<file path="config.mk">
export PLATFORM = sky130hd
export DESIGN_NAME = alu_two_flag
export DESIGN_NICKNAME = d
export VERILOG_FILES = /design/src/rtl/alu_two_flag_pkg.sv /design/src/rtl/alu_two_flag_addsub.sv /design/src/rtl/alu_two_flag_shift1.sv /design/src/rtl/alu_two_flag_zero.sv /design/src/rtl/alu_two_flag.sv
export SDC_FILE = /design/constraint.sdc
export NUM_CORES = 1
export LEC_CHECK = 0
export BUFFER_PORTS_ARGS = -buffer_cell sky130_fd_sc_hd__buf_2
export CAP_MARGIN = 10
export CELL_PAD_IN_SITES_DETAIL_PLACEMENT = 1
export CELL_PAD_IN_SITES_GLOBAL_PLACEMENT = 2
export CORE_ASPECT_RATIO = 0.75
export CORE_MARGIN = 1.5
export CORE_UTILIZATION = 28
export CTS_CLUSTER_SIZE = 16
export DETAILED_ROUTE_END_ITERATION = 12
export GPL_TIMING_DRIVEN = 1
export PLACE_DENSITY_LB_ADDON = 0.1
export SETUP_SLACK_MARGIN = 0.4
export SLEW_MARGIN = 10
export SYNTH_ARGS = -nofsm -noshare
export SYNTH_HDL_FRONTEND = slang
export SYNTH_SLANG_ARGS = --single-unit
</file>
<file path="constraint.sdc">
create_clock -name clk -period 0.8 [get_ports clk]
set_input_delay 0.12 -clock clk [delete_from_list [all_inputs] [get_ports clk]]
set_output_delay 0.12 -clock clk [all_outputs]
set_load 0.005 [all_outputs]
</file>
<file path="src/rtl/alu_two_flag_pkg.sv">
package alu_two_flag_pkg;

   localparam int OP_W   = 3;
   localparam int FLAG_W = 2;
   localparam int FLAG_Z = 0;
   localparam int FLAG_C = 1;

   typedef enum logic [OP_W-1:0] {
      OP_ADD = 3'd0,
      OP_SUB = 3'd1,
      OP_SHL = 3'd2,
      OP_SHR = 3'd3,
      OP_CMP = 3'd4
   } alu_op_e;

   function automatic logic op_legal(input logic [OP_W-1:0] code);
      return code <= 3'd4;
   endfunction

   function automatic logic op_writes(input logic [OP_W-1:0] code);
      return (code <= 3'd3);
   endfunction

   function automatic logic op_subtracts(input logic [OP_W-1:0] code);
      return (code == 3'd1) || (code == 3'd4);
   endfunction

endpackage

</file>
<file path="src/rtl/alu_two_flag_addsub.sv">
module alu_two_flag_addsub #(
   parameter int W      = 32,
   parameter int SHARED = 1
) (
   input  logic [W-1:0] a_i,
   input  logic [W-1:0] b_i,
   input  logic         sub_i,
   output logic [W-1:0] res_o,
   output logic         carry_o
);

   generate
      if (SHARED != 0 && SHARED != 1) begin : g_bad_shared
         $error("alu_two_flag_addsub: SHARED must be 0 or 1");
      end

      if (SHARED == 1) begin : g_shared
         // one adder: subtract = a + ~b + 1, borrow = no carry out
         logic [W-1:0] b_eff;
         logic [W:0]   sum_ext;
         always_comb begin
            b_eff   = sub_i ? ~b_i : b_i;
            sum_ext = {1'b0, a_i} + {1'b0, b_eff} + {{W{1'b0}}, sub_i};
            res_o   = sum_ext[W-1:0];
            carry_o = sub_i ? ~sum_ext[W] : sum_ext[W];
         end
      end else begin : g_split
         logic [W:0] add_ext;
         logic [W:0] sub_ext;
         always_comb begin
            add_ext = {1'b0, a_i} + {1'b0, b_i};
            sub_ext = {1'b0, a_i} - {1'b0, b_i};
            res_o   = sub_i ? sub_ext[W-1:0] : add_ext[W-1:0];
            carry_o = sub_i ? sub_ext[W] : add_ext[W];
         end
      end
   endgenerate

endmodule

</file>
<file path="src/rtl/alu_two_flag_shift1.sv">
module alu_two_flag_shift1 #(
   parameter int W = 32
) (
   input  logic [W-1:0] a_i,
   input  logic         left_i,
   output logic [W-1:0] res_o,
   output logic         carry_o
);

   generate
      if (W < 2) begin : g_bad_w
         $error("alu_two_flag_shift1: W must be at least 2");
      end
   endgenerate

   always_comb begin
      if (left_i) begin
         res_o   = {a_i[W-2:0], 1'b0};
         carry_o = a_i[W-1];
      end else begin
         res_o   = {1'b0, a_i[W-1:1]};
         carry_o = a_i[0];
      end
   end

endmodule

</file>
<file path="src/rtl/alu_two_flag_zero.sv">
module alu_two_flag_zero #(
   parameter int W       = 32,
   parameter int CHUNK_W = 8
) (
   input  logic [W-1:0] data_i,
   output logic         zero_o
);

   localparam int NCHUNK = (W + CHUNK_W - 1) / CHUNK_W;
   localparam int PAD_W  = NCHUNK * CHUNK_W;

   generate
      if (CHUNK_W < 1 || CHUNK_W > W) begin : g_bad_chunk
         $error("alu_two_flag_zero: CHUNK_W must lie in 1..W");
      end
   endgenerate

   logic [PAD_W-1:0]  padded;
   logic [NCHUNK-1:0] chunk_nz;

   assign padded = PAD_W'(data_i);

   generate
      for (genvar i = 0; i < NCHUNK; i++) begin : g_chunk
         assign chunk_nz[i] = |padded[i*CHUNK_W +: CHUNK_W];
      end
   endgenerate

   assign zero_o = ~|chunk_nz;

endmodule

</file>
<file path="src/rtl/alu_two_flag.sv">
module alu_two_flag
   import alu_two_flag_pkg::*;
#(
   parameter int DATA_W       = 32,
   parameter int SHARED_ADDER = 1,
   parameter int ZERO_CHUNK_W = 8
) (
   input  logic              clk,
   input  logic              rst_n,
   input  logic              valid_i,
   input  logic [OP_W-1:0]   op_i,
   input  logic [DATA_W-1:0] a_i,
   input  logic [DATA_W-1:0] b_i,
   output logic [DATA_W-1:0] result_o,
   output logic              wr_en_o,
   output logic [FLAG_W-1:0] flags_o
);

   localparam int MSB = DATA_W - 1;

   generate
      if (DATA_W < 2) begin : g_bad_width
         $error("alu_two_flag: DATA_W must be at least 2");
      end
   endgenerate

   logic [DATA_W-1:0] as_res;
   logic              as_carry;
   logic [DATA_W-1:0] sh_res;
   logic              sh_carry;
   logic [DATA_W-1:0] nxt_res;
   logic              nxt_carry;
   logic              nxt_zero;
   logic              is_sub;
   logic              is_shift;
   logic              commit;

   assign is_sub   = op_subtracts(op_i);
   assign is_shift = (op_i == OP_SHL) || (op_i == OP_SHR);
   assign commit   = valid_i && op_legal(op_i);

   alu_two_flag_addsub #(
      .W      (DATA_W),
      .SHARED (SHARED_ADDER)
   ) u_addsub (
      .a_i     (a_i),
      .b_i     (b_i),
      .sub_i   (is_sub),
      .res_o   (as_res),
      .carry_o (as_carry)
   );

   alu_two_flag_shift1 #(
      .W (DATA_W)
   ) u_shift (
      .a_i     (a_i),
      .left_i  (op_i == OP_SHL),
      .res_o   (sh_res),
      .carry_o (sh_carry)
   );

   always_comb begin
      nxt_res   = is_shift ? sh_res   : as_res;
      nxt_carry = is_shift ? sh_carry : as_carry;
   end

   alu_two_flag_zero #(
      .W       (DATA_W),
      .CHUNK_W (ZERO_CHUNK_W)
   ) u_zero (
      .data_i (nxt_res),
      .zero_o (nxt_zero)
   );

   always_ff @(posedge clk or negedge rst_n) begin
      if (!rst_n) begin
         result_o <= '0;
         flags_o  <= '0;
         wr_en_o  <= 1'b0;
      end else begin
         wr_en_o <= commit && op_writes(op_i);
         if (commit) begin
            result_o        <= nxt_res;
            flags_o[FLAG_C] <= nxt_carry;
            flags_o[FLAG_Z] <= nxt_zero;
         end
      end
   end

   AST_FLAGS_HOLD: assert property (@(posedge clk) disable iff (!rst_n)
      !valid_i |=> $stable(flags_o) && $stable(result_o));

   AST_IDLE_NO_WRITE: assert property (@(posedge clk) disable iff (!rst_n)
      !valid_i |=> !wr_en_o);

   AST_CMP_NO_WRITE: assert property (@(posedge clk) disable iff (!rst_n)
      (valid_i && op_i == OP_CMP) |=> !wr_en_o);

   AST_BAD_OP_IGNORED: assert property (@(posedge clk) disable iff (!rst_n)
      (valid_i && !op_legal(op_i)) |=> $stable(flags_o) && !wr_en_o);

   AST_ZERO_MATCHES: assert property (@(posedge clk) disable iff (!rst_n)
      (valid_i && op_legal(op_i)) |=> flags_o[FLAG_Z] == (result_o == '0));

   AST_BORROW: assert property (@(posedge clk) disable iff (!rst_n)
      (valid_i && is_sub) |=> flags_o[FLAG_C] == ($past(a_i) < $past(b_i)));

   AST_SHL_CARRY: assert property (@(posedge clk) disable iff (!rst_n)
      (valid_i && op_i == OP_SHL) |=> flags_o[FLAG_C] == $past(a_i[MSB]));

   AST_SHR_CARRY: assert property (@(posedge clk) disable iff (!rst_n)
      (valid_i && op_i == OP_SHR) |=> flags_o[FLAG_C] == $past(a_i[0]));

   AST_WRITE_PULSE: assert property (@(posedge clk) disable iff (!rst_n)
      (valid_i && op_writes(op_i)) |=> wr_en_o);

endmodule

</file>
==> impl_metrics.ini <==
[yosys]
synth.distinct_cells = 63
synth_ff_type = dfrtp_1
yosysTopAreaCell = dfrtp_1
yosys_register_bits = 35
syn_avg_cell_area_um2 = 7.61
ys_top_cells_by_area = dfrtp_1 (19%), ha_1 (9.5%), xor2_1 (7.2%), mux2i_1 (6.7%), nand2_1 (5.8%)
synth_warnings = 0
synth_area_um2 = 4500
synth-seq-area-share_pct = 19.5
syn_nets = 696
synth-async-reset-ratio_pct = 100
yosysTopAreaCellShare_pct = 19.5
netlist_instances = 591
synth-edff-count = 0

[die]
fp.dieW_um = 149
initial_core_util_pct = 29.1
die-area_um2 = 16800
rows = 39
die_h_um = 113
coreArea_um2 = 15500
io_pins = 105

[status]
violations = negative hold slack, negative setup slack
status = finished, violations left

[flow_run]
cap_violations = 0

[grt]
grt_max_degree = 39
grt_usage_pct = 24.5
grt_util_met2_pct = 36.6
met3_usage_pct = 1.90
grt_busiest_layer = met1
antenna_found_initial = 0
grt_pass1_wl_um = 32200
globalRouteMet1Util_pct = 38.7
grt_pass1_vias = 5929
grt_overflow = 0

[placement]
io_buffers = 104
dp_cells = 1070
hpwlAfterDp_um = 16400
gp_congestion = 0.881

[route]
drc = 0
wl_per_cell_um = 18.6
num_vias = 5803
drtPass1Iterations = 4
drt_wl_total_um = 20900
viasPerCell = 5.15
drtIter0Drc = 233
antenna_left = 0

[layout]
mostFrequentLayoutCells = buf_4 (239), buf_2 (102), nand2_1 (66)
regArea_um2 = 876
nFillCells = 1898
area_growth_pct = 77.0
drive_above_1_share_pct = 51.7
antennaDiodeCount = 0
final_cells = 1127
fin_util_pct = 51.5
layout_commonest_cell = buf_4
fin_nets = 1026
multi_input_area_um2 = 4030

[cts]
cts_max_level = 2
insertion_delay_ps = 280
numCtsBuffers = 5
cts-root-buf = clkbuf_16
cts_tree = built
path_clk_slew_ps = 60
cts_buffer_depth = 2
cts_sinks = 35

[worst_setup_path]
crit_arrival_ps = 3390
crit_chain = buf_12, xnor2_4, nor2_4, buf_12, buf_4, xor2_1, ha_1, nand4_1, nor3_1, nor4bb_2, o31ai_1, a31oi_2, o2111ai_1, nor4_2, nand4_1, nand2_1
critPathKind = in2reg
crit_path_end_kind = register
crit_path_start_kind = input pin
crit_family = simple AND/OR/NAND/NOR gates
critPathMaxStageDelay_ps = 470
path_buf_inv = 3
crit_required_ps = 1020
cp_slowest_cell = nor4bb_2
worstPathMaxFanout = 18

[min_path]
hp-class = in2async

[sta]
period_share_pct = 396
slew_headroom_pct = 56.4
timing.final.max_slew_violations = 0
finClkSkew_ps = 0
hold_violations = 35
fmax_mhz = 316
setup_violations = 69
finalCriticalPeriod_ps = 3170
rsz0062_at_grt = true
setup_ws_ps = -2370
tns_ps = -63880
whs_ps = -208
tightestPinTransition_ps = 650

[power_and_ir_drop]
peakVddDrop_mv = 0.776
power_density_nw_per_um2 = 1840
p_leak_uw = 0.00379
==> final cells by class <==
cell class / instances / area share (%)
Timing Repair Buffer: 360 / 32.6
Tap cell: 205 / 3.22
Multi-Input combinational cell: 512 / 50.6
Clock inverter: 2 / 0.440
Sequential cell: 35 / 11.0
Clock buffer: 6 / 1.74
Inverter: 7 / 0.330
==> cell families after synthesis <==
family,after synthesis,share of synthesized area (%)
adder cells (fa/ha/maj),35,9.91
flip-flops,35,19.5
multiplexers,38,8.68
AO/OA/AOI/OAI,190,27.0
XOR/XNOR,47,9.32
buffers and inverters,44,3.95
AND/OR/NAND/NOR,202,21.7
==> synth_stat cells (7+ instances only) <==
library cell,n
nand2_1,69
o21ai_0,51
nor3_1,20
o211ai_1,11
xor2_1,37
ha_1,34
clkbuf_1,23
xnor2_1,9
nor2_1,44
a21oi_1,50
dfrtp_1,35
mux2i_1,30
o21a_1,11
nand2b_1,9
nand3_1,11
a211oi_1,11
nand4_1,14
a21o_1,10
buf_2,9
mux2_2,8
inv_1,7
==> power breakdown <==
part           switching, uW  internal, uW  leakage [uW]
registers                268          2240      0.000425
logic                   4820          5060       0.00327
clock network            744          1550     0.0000868
==> sequential cells by signal, summed over array words and instances (netlist names) <==
register	flops
result_o	32
flags_o	2
wr_en_o	1
==> layer usage <==
metal | up-vias | part of all wire, %
met5 | - | 0
met3 | 11 | 4.1
met1 | 2808 | 53
li1 | 2849 | -
met2 | 135 | 42
met4 | 0 | 0.83
==> final timing paths <==
kind	slack [ps]	end	startpoint	depth (start not counted)
min reg2reg	480	result_o[24]	result_o[24]	2
min	-210	result_o[1]	rst_n	2
max	-2370	flags_o[0]	op_i[0]	16
max reg2reg	-40	result_o[28]	result_o[28]	4
max in group asynchronous	820	result_o[29]	rst_n	2
min in group clk	180	wr_en_o	op_i[2]	3
==> per-stage QoR <==
stage                     setup WS, ps  power, uW  cell area [um^2]  hold WS, ps
after floorplan                  -2160       6460              4740         -176
after global placement           -2790      10500              6860         91.5
after detailed placement         -2920      10700              6860          101
after CTS                        -2320      14000              7670         -198
after global routing             -2460      15600              7960         -194
final                            -2370      14700              7960         -208
==> repair_timing <==
item	in CTS	in global routing
setup endpoints to repair	69	69
buffers inserted	33	14
hold endpoints to repair	35	35
pin swaps	17	12
cloned	2	0
gates resized for setup	84	37
Note: power is estimated with default switching activity, not from simulation.
